<file path="config.mk">
export PLATFORM = sky130hd
export DESIGN_NAME = rport_status_ctl
export DESIGN_NICKNAME = d
export VERILOG_FILES = /design/src/rtl/rps_pkg.sv /design/src/rtl/rps_chg_flags.sv /design/src/rtl/rps_link_track.sv /design/src/rtl/rps_reset_seq.sv /design/src/rtl/rport_status_ctl.sv
export SDC_FILE = /design/constraint.sdc
export NUM_CORES = 1
export LEC_CHECK = 0
export BUFFER_PORTS_ARGS = -buffer_cell sky130_fd_sc_hd__buf_2
export CAP_MARGIN = 25
export CORE_UTILIZATION = 42
export DETAILED_ROUTE_END_ITERATION = 8
export PLACE_DENSITY = 0.76
export SYNTH_ARGS = -nofsm -noshare
export SYNTH_HDL_FRONTEND = slang
export SYNTH_HIERARCHICAL = 1
export SYNTH_SLANG_ARGS = --single-unit
</file>
<file path="constraint.sdc">
create_clock -name clk -period 1.7 [get_ports clk]
set_input_delay 0.17 -clock clk [delete_from_list [all_inputs] [get_ports clk]]
set_output_delay 0.17 -clock clk [all_outputs]
set_load 0.02 [all_outputs]
</file>
<file path="src/rtl/rps_pkg.sv">
package rps_pkg;
   localparam int unsigned LS_W    = 4;
   localparam int unsigned N_CHG   = 7;
   localparam int unsigned CHG_LSB = 17;

   localparam logic [LS_W-1:0] LS_U0     = 4'd0;
   localparam logic [LS_W-1:0] LS_U1     = 4'd1;
   localparam logic [LS_W-1:0] LS_U2     = 4'd2;
   localparam logic [LS_W-1:0] LS_U3     = 4'd3;
   localparam logic [LS_W-1:0] LS_DIS    = 4'd4;
   localparam logic [LS_W-1:0] LS_RXDET  = 4'd5;
   localparam logic [LS_W-1:0] LS_INACT  = 4'd6;
   localparam logic [LS_W-1:0] LS_RECOV  = 4'd8;
   localparam logic [LS_W-1:0] LS_RESUME = 4'd15;

   // change flag index inside the change field
   localparam int unsigned CF_CONN = 0;
   localparam int unsigned CF_EN   = 1;
   localparam int unsigned CF_WARM = 2;
   localparam int unsigned CF_OC   = 3;
   localparam int unsigned CF_RST  = 4;
   localparam int unsigned CF_LINK = 5;
   localparam int unsigned CF_CFG  = 6;

   // bit positions in the status word
   localparam int unsigned B_CONN   = 0;
   localparam int unsigned B_EN     = 1;
   localparam int unsigned B_OC     = 3;
   localparam int unsigned B_RST    = 4;
   localparam int unsigned B_LS_LO  = 5;
   localparam int unsigned B_PWR    = 9;
   localparam int unsigned B_SPD_LO = 10;
   localparam int unsigned B_LED_LO = 14;
   localparam int unsigned B_STROBE = 16;
   localparam int unsigned B_CAS    = 24;
   localparam int unsigned B_WK_LO  = 25;
   localparam int unsigned B_NREM   = 30;
   localparam int unsigned B_WARM   = 31;
endpackage

</file>
<file path="src/rtl/rps_chg_flags.sv">
module rps_chg_flags #(
   parameter int unsigned N = 7
) (
   input  logic         clk,
   input  logic         rst_n,
   input  logic [N-1:0] evt_i,
   input  logic [N-1:0] clr_i,
   output logic [N-1:0] flg_o
);
   if (N < 1) begin : g_bad_n
      $error("rps_chg_flags: N must be at least 1");
   end

   for (genvar g = 0; g < N; g++) begin : g_flag
      logic q;
      always_ff @(posedge clk or negedge rst_n) begin
         if (!rst_n)          q <= 1'b0;
         else if (evt_i[g])   q <= 1'b1;
         else if (clr_i[g])   q <= 1'b0;
      end
      assign flg_o[g] = q;
   end
endmodule

</file>
<file path="src/rtl/rps_link_track.sv">
module rps_link_track import rps_pkg::*; #(
   parameter int unsigned W            = 4,
   parameter bit          ORIGIN_CHECK = 1'b1
) (
   input  logic         clk,
   input  logic         rst_n,
   input  logic [W-1:0] ls_q_i,
   input  logic [W-1:0] ls_d_i,
   output logic         plc_evt_o
);
   if (W != LS_W) begin : g_bad_w
      $error("rps_link_track: W must equal the link state width");
   end

   logic [W-1:0] org_q;
   logic         via_ok;
   logic         moved;

   always_ff @(posedge clk or negedge rst_n) begin
      if (!rst_n)
         org_q <= LS_RXDET;
      else if (ls_d_i == LS_RECOV && ls_q_i != LS_RECOV)
         org_q <= ls_q_i;
   end

   if (ORIGIN_CHECK) begin : g_origin
      assign via_ok = (org_q == LS_RESUME) || (org_q == LS_U3);
   end else begin : g_any
      assign via_ok = 1'b1;
   end

   assign moved = (ls_d_i != ls_q_i);

   always_comb begin
      plc_evt_o = 1'b0;
      if (moved) begin
         if (ls_d_i == LS_INACT)                                   plc_evt_o = 1'b1;
         if (ls_q_i == LS_U3 && (ls_d_i == LS_RESUME || ls_d_i == LS_U0)) plc_evt_o = 1'b1;
         if (ls_q_i == LS_RESUME && ls_d_i == LS_U0)               plc_evt_o = 1'b1;
         if (ls_q_i == LS_U2 && ls_d_i == LS_U0)                   plc_evt_o = 1'b1;
         if (ls_q_i == LS_U0 && ls_d_i == LS_DIS)                  plc_evt_o = 1'b1;
         if (ls_q_i == LS_RECOV && ls_d_i == LS_U0 && via_ok)      plc_evt_o = 1'b1;
      end
   end
endmodule

</file>
<file path="src/rtl/rps_reset_seq.sv">
module rps_reset_seq (
   input  logic clk,
   input  logic rst_n,
   input  logic hot_req_i,
   input  logic warm_req_i,
   input  logic done_i,
   output logic busy_o,
   output logic warm_o,
   output logic fin_o,
   output logic warm_fin_o
);
   logic busy_q, warm_q;

   always_ff @(posedge clk or negedge rst_n) begin
      if (!rst_n) begin
         busy_q <= 1'b0;
         warm_q <= 1'b0;
      end else if (busy_q) begin
         if (done_i) begin
            busy_q <= 1'b0;
            warm_q <= 1'b0;
         end
      end else if (warm_req_i) begin
         busy_q <= 1'b1;
         warm_q <= 1'b1;
      end else if (hot_req_i) begin
         busy_q <= 1'b1;
      end
   end

   assign busy_o     = busy_q;
   assign warm_o     = warm_q;
   assign fin_o      = busy_q & done_i;
   assign warm_fin_o = busy_q & warm_q & done_i;
endmodule

</file>
<file path="src/rtl/rport_status_ctl.sv">
module rport_status_ctl import rps_pkg::*; #(
   parameter int unsigned DATA_W        = 32,
   parameter int unsigned SPD_W         = 4,
   parameter int unsigned MAX_SPEED     = 5,
   parameter bit          PWR_RST       = 1'b1,
   parameter bit          NON_REMOVABLE = 1'b0,
   parameter bit          ORIGIN_CHECK  = 1'b1,
   parameter int unsigned LS_RST        = 5
) (
   input  logic              clk,
   input  logic              rst_n,
   input  logic              reg_wr_i,
   input  logic [DATA_W-1:0] reg_wdata_i,
   output logic [DATA_W-1:0] reg_rdata_o,
   input  logic              port_conn_i,
   input  logic              port_oc_i,
   input  logic              port_ls_vld_i,
   input  logic [3:0]        port_ls_i,
   input  logic [SPD_W-1:0]  port_speed_i,
   input  logic              port_rst_done_i,
   input  logic              port_cold_att_i,
   input  logic              port_cfg_err_i,
   output logic              hot_rst_o,
   output logic              warm_rst_o,
   output logic              ls_req_vld_o,
   output logic [3:0]        ls_req_o,
   output logic              pwr_en_o,
   output logic [1:0]        led_o
);
   localparam int unsigned LED_W  = 2;
   localparam int unsigned WK_W   = 3;
   localparam logic [LED_W-1:0] LED_BAD = {LED_W{1'b1}};

   if (DATA_W != 32) begin : g_bad_dw
      $error("rport_status_ctl: DATA_W must be 32");
   end
   if (SPD_W != 4) begin : g_bad_sw
      $error("rport_status_ctl: SPD_W must be 4");
   end
   if (MAX_SPEED > 15 || MAX_SPEED < 1) begin : g_bad_ms
      $error("rport_status_ctl: MAX_SPEED out of range");
   end
   if (LS_RST > 15) begin : g_bad_lr
      $error("rport_status_ctl: LS_RST out of range");
   end

   logic              ccs_q, oc_q, pe_q, pp_q, cas_q;
   logic [LS_W-1:0]   ls_q, ls_d;
   logic [SPD_W-1:0]  spd_q;
   logic [LED_W-1:0]  led_q;
   logic [WK_W-1:0]   wk_q;
   logic [N_CHG-1:0]  chg_evt, chg_clr, chg_q;
   logic              strobe_wr, disc, plc_evt;
   logic              rs_busy, rs_warm, rs_fin, rs_warm_fin;
   logic              spd_ok;
   logic              lsr_vld_q;
   logic [LS_W-1:0]   lsr_q;

   // link state field: port update wins over a strobed software write
   assign strobe_wr = reg_wr_i & reg_wdata_i[B_STROBE];
   always_comb begin
      if (port_ls_vld_i)  ls_d = port_ls_i;
      else if (strobe_wr) ls_d = reg_wdata_i[B_LS_LO +: LS_W];
      else                ls_d = ls_q;
   end

   rps_link_track #(
      .W            (LS_W),
      .ORIGIN_CHECK (ORIGIN_CHECK)
   ) u_link (
      .clk       (clk),
      .rst_n     (rst_n),
      .ls_q_i    (ls_q),
      .ls_d_i    (ls_d),
      .plc_evt_o (plc_evt)
   );

   rps_reset_seq u_rst (
      .clk        (clk),
      .rst_n      (rst_n),
      .hot_req_i  (reg_wr_i & reg_wdata_i[B_RST]),
      .warm_req_i (reg_wr_i & reg_wdata_i[B_WARM]),
      .done_i     (port_rst_done_i),
      .busy_o     (rs_busy),
      .warm_o     (rs_warm),
      .fin_o      (rs_fin),
      .warm_fin_o (rs_warm_fin)
   );

   assign disc   = ccs_q & ~port_conn_i;
   assign spd_ok = (port_speed_i <= SPD_W'(MAX_SPEED));

   always_ff @(posedge clk or negedge rst_n) begin
      if (!rst_n) begin
         ccs_q     <= 1'b0;
         oc_q      <= 1'b0;
         pe_q      <= 1'b0;
         ls_q      <= LS_W'(LS_RST);
         spd_q     <= '0;
         cas_q     <= 1'b0;
         lsr_vld_q <= 1'b0;
         lsr_q     <= '0;
      end else begin
         ccs_q <= port_conn_i;
         oc_q  <= port_oc_i;
         ls_q  <= ls_d;
         if (rs_fin)    pe_q <= port_conn_i;
         else if (disc) pe_q <= 1'b0;
         if (rs_fin)    spd_q <= (port_conn_i && spd_ok) ? port_speed_i : '0;
         else if (disc) spd_q <= '0;
         if (port_cold_att_i)  cas_q <= 1'b1;
         else if (rs_warm_fin) cas_q <= 1'b0;
         lsr_vld_q <= strobe_wr & ~port_ls_vld_i;
         if (strobe_wr && !port_ls_vld_i) lsr_q <= reg_wdata_i[B_LS_LO +: LS_W];
      end
   end

   // software-owned fields
   always_ff @(posedge clk or negedge rst_n) begin
      if (!rst_n) begin
         pp_q  <= PWR_RST;
         led_q <= '0;
         wk_q  <= '0;
      end else if (reg_wr_i) begin
         pp_q <= reg_wdata_i[B_PWR];
         wk_q <= reg_wdata_i[B_WK_LO +: WK_W];
         if (reg_wdata_i[B_LED_LO +: LED_W] != LED_BAD)
            led_q <= reg_wdata_i[B_LED_LO +: LED_W];
      end
   end

   always_comb begin
      chg_evt          = '0;
      chg_evt[CF_CONN] = port_conn_i ^ ccs_q;
      chg_evt[CF_EN]   = pe_q & disc;
      chg_evt[CF_WARM] = rs_warm_fin;
      chg_evt[CF_OC]   = port_oc_i ^ oc_q;
      chg_evt[CF_RST]  = rs_fin;
      chg_evt[CF_LINK] = plc_evt;
      chg_evt[CF_CFG]  = port_cfg_err_i;
   end
   assign chg_clr = reg_wr_i ? reg_wdata_i[CHG_LSB +: N_CHG] : '0;

   rps_chg_flags #(.N(N_CHG)) u_chg (
      .clk   (clk),
      .rst_n (rst_n),
      .evt_i (chg_evt),
      .clr_i (chg_clr),
      .flg_o (chg_q)
   );

   always_comb begin
      reg_rdata_o                         = '0;
      reg_rdata_o[B_CONN]                 = ccs_q;
      reg_rdata_o[B_EN]                   = pe_q;
      reg_rdata_o[B_OC]                   = oc_q;
      reg_rdata_o[B_RST]                  = rs_busy;
      reg_rdata_o[B_LS_LO +: LS_W]        = ls_q;
      reg_rdata_o[B_PWR]                  = pp_q;
      reg_rdata_o[B_SPD_LO +: SPD_W]      = spd_q;
      reg_rdata_o[B_LED_LO +: LED_W]      = led_q;
      reg_rdata_o[CHG_LSB +: N_CHG]       = chg_q;
      reg_rdata_o[B_CAS]                  = cas_q;
      reg_rdata_o[B_WK_LO +: WK_W]        = wk_q;
      reg_rdata_o[B_NREM]                 = NON_REMOVABLE;
      reg_rdata_o[B_WARM]                 = rs_warm;
   end

   assign hot_rst_o    = rs_busy & ~rs_warm;
   assign warm_rst_o   = rs_busy & rs_warm;
   assign ls_req_vld_o = lsr_vld_q;
   assign ls_req_o     = lsr_q;
   assign pwr_en_o     = pp_q;
   assign led_o        = led_q;
endmodule

</file>
==> flow_metrics.env <==
export IMPL_outcome="complete, but fails checks"
export IMPL_violations="negative setup slack"
export IMPL_cts_tree="yes"
export IMPL_register_area_um2=908
export IMPL_p_switching_uw=813
export IMPL_grt_max_degree=30
export IMPL_swShare=0.313
export IMPL_fin_crit_sh=1.03
export IMPL_ys_flop_type="dfrtp_1"
export IMPL_dp_hpwl_um=2940
export IMPL_place_area_um2=2360
export IMPL_clk_pin_slew_ns=0.07
export IMPL_root_buffer="clkbuf_8"
export IMPL_antenna_left=0
export IMPL_io_pins=91
export IMPL_rows=24
export IMPL_gp_congestion=0.767
export IMPL_clockPowerShare=0.285
export IMPL_p_leak_nw=1.32
export IMPL_hold_path_class="in2reg"
export IMPL_antenna_diode_count=0
export IMPL_start_util=0.439
export IMPL_final_nets=307
export IMPL_synth_top_area_cell="dfrtp_1"
export IMPL_cts_htree_levels=2
export IMPL_clk_latency_ns=0.28
export IMPL_hold_ws_ns=0.0419
export IMPL_synth_edf_count=0
export IMPL_rsz0062_at_grt="true"
export IMPL_combPwrFrac=0.294
export IMPL_netlist_top_cells_area="dfrtp_1, buf_4, dfstp_2, and2_1, inv_1"
export IMPL_finalSetupViolations=1
export IMPL_synth_seq_area_share=0.471
export IMPL_fillers=399
export IMPL_num_vias=1477
export IMPL_syn_inst=177
export IMPL_port_buffers=73
export IMPL_netlist_cell_type_count=44
export IMPL_drtIter0Drc=60
export IMPL_slew_violations=0
export IMPL_drive_gt1_frac=0.496
export IMPL_synth_area_per_cell_um2=10.9
export IMPL_grt_overflow=0
export IMPL_fin_crit_ns=1.74
export IMPL_dieArea_um2=4860
export IMPL_track_usage=0.174
export IMPL_synthToLayoutAreaGrowth_pct=30.7
export IMPL_grt_antenna_before_repair=0
export IMPL_arrival_ns=1.92
export IMPL_setup_worst_path_start_class="register"
export IMPL_power_total_mw=2.60
export IMPL_tns_ns=-0.0437
export IMPL_peakVddDrop_uv=573
export IMPL_post_drt_wl_per_cell_um=12.5
export IMPL_coreArea_um2=4380
export IMPL_end_kind="register"
export IMPL_drc=0
export IMPL_yosysWarnings=6
export IMPL_via_per_inst=4.76
export IMPL_die_y_um=69.7
export IMPL_crit_fanout=5
export IMPL_crit_type="reg2reg"
export IMPL_finalHoldViolations=0
export IMPL_clock_skew_ns=0.00638
export IMPL_multiInputGateArea_um2=793
export IMPL_final_area_um2=2520
export IMPL_share_seq_of_total_power=0.421
export IMPL_post_route_util=0.574
export IMPL_layout_setup_ws_ns=-0.0437
export IMPL_maxSlewHeadroom=0.575
export IMPL_synth_seq_cells=36
export IMPL_async_flop_share=1.00
export IMPL_power_density_nw_per_um2=1030
export IMPL_synth_top_area_frac=0.403
export IMPL_fmax_mhz=573
export IMPL_power_internal_mw=1.79
export IMPL_grt_first_pass_wirelength_um=6580
export IMPL_die_w_um=69.7
export IMPL_dr_pass1_iters=4
export IMPL_clock_sinks=36
export IMPL_cp_data_required_time_ns=1.87
export IMPL_cts_path_max_buffers=2
export IMPL_grt_pass1_vias=1422
export IMPL_tightest_slew_ns=0.637
export IMPL_numCtsBuffers=5
export IMPL_mappedNetlistArea_um2=1930
export IMPL_max_cap_violations=0
export IMPL_routed_wl_um=3880
[final timing paths]
check / start / cells after the start / endpoint / slack (ns)
worst max-delay path: ls_q[0] / 8 / u_chg/g_flag[5].q / -0.04
worst min-delay path: port_conn_i / 1 / ccs_q / 0.04
worst max register to register: ls_q[0] / 8 / u_chg/g_flag[5].q / -0.04
worst min register to register: ls_req_o[0] / 1 / ls_req_o[0] / 0.48
max in group asynchronous: rst_n / 3 / ls_req_o[3] / 0.68
min in group asynchronous: rst_n / 2 / spd_q[2] / 0.44
[cell usage in the layout, fill, tap and decap left out, types with 3 or more instances in the layout]
cell type	count
a21o_1	8
buf_4	21
conb_1	5
nor2_1	4
buf_2	73
nand2_1	7
mux2_2	4
a21oi_1	4
inv_1	19
a32o_1	3
and2_1	13
a22o_1	3
clkbuf_8	5
dfstp_2	5
a21bo_1	4
xor2_1	5
dfrtp_1	30
o311ai_4	4
nand4b_1	4
[per-layer routing]
metal	track usage	routed length (µm)	vias to the layer above
met5	0	0	-
li1	-	-	738
met1	0.229	1770	683
met3	0.0480	233	2
met4	0.0533	20	0
met2	0.279	1850	54
[synth_stat cells (2+ instances only)]
cell type	count
o22ai_1	2
o21ai_0	3
a21oi_1	4
dfrtp_1	31
nand4b_1	4
inv_1	20
a22o_1	3
buf_6	2
a21bo_1	4
nor2b_1	2
mux2_2	4
nand2_1	7
nand4_1	2
nor2_1	4
a21o_1	8
and2_1	13
buf_4	24
dfstp_2	5
o311ai_2	4
xor2_1	5
a32o_1	3
[stage by stage]
step / instances / setup WS (ns)
after global placement: 299 / -0.144
after floorplan: 181 / -0.118
final: 310 / -0.0437
after detailed placement: 299 / -0.217
after global routing: 310 / -0.113
after CTS: 309 / -0.0233
[flip-flops by register name, indices dropped and copies added (netlist names)]
register and cells:
ls_q 4, u_rst/warm_o 1, spd_q 4, pe_q 1
led_o 2, wk_q 3, ccs_q 1, ls_req_o 4
cas_q 1, pwr_en_o 1, ls_req_vld_o 1, u_rst/busy_o 1
u_link/org_q 4, u_chg/g_flag.q 7, oc_q 1
[final cells by class]
type / instances / area share
tap: 52 / 0.0259
inverter: 20 / 0.0298
clock inverter: 3 / 0.0169
timing repair buffer: 97 / 0.224
clock buffer: 5 / 0.0273
sequential: 36 / 0.361
multi-input combinational: 97 / 0.315
[logic make-up (layout without fill, tap and decap cells)]
family                     after synthesis  after routing  share of synthesized area
AOI/OAI and AO/OA                       36             36                      0.162
other                                    1              5                    0.00195
xor gates and xnor gates                 6              6                     0.0273
buffers and inverters                   48            125                      0.149
and+or+nand+nor                         45             45                      0.158
muxes                                    4              4                     0.0234
DFF                                     36             36                      0.471
adders and majority gates                1              1                    0.00650
[critical path, cell delays in order (launching register included)]
cell	delay [ns]
dfstp_2	0.54
inv_2	0.04
o311ai_4	0.32
buf_4	0.18
buf_4	0.10
nor3_2	0.03
a21oi_1	0.14
o22ai_1	0.11
a21o_1	0.16
[power groups by stage]
stage / logic (mW) / clock network (mW) / registers [mW]
3_5_place_dp: 0.756 / 0 / 1.11
5_1_grt: 0.826 / 0.814 / 1.12
2_1_floorplan: 0.515 / 0 / 1.16
3_3_place_gp: 0.741 / 0 / 1.11
6_report: 0.765 / 0.740 / 1.10
4_1_cts: 0.766 / 0.766 / 1.10
[repair_timing]
action / 4_1_cts / 5_1_grt
hold buffers: 1 / 1
pin swaps: 2 / 1
buffers inserted: 1 / 0
cloned: 0 / 0
setup endpoints to repair: 2 / 1
endpoints found under the hold margin: 23 / 1
gates resized for setup: 2 / 1
Note: power is estimated with default switching activity, not from simulation.
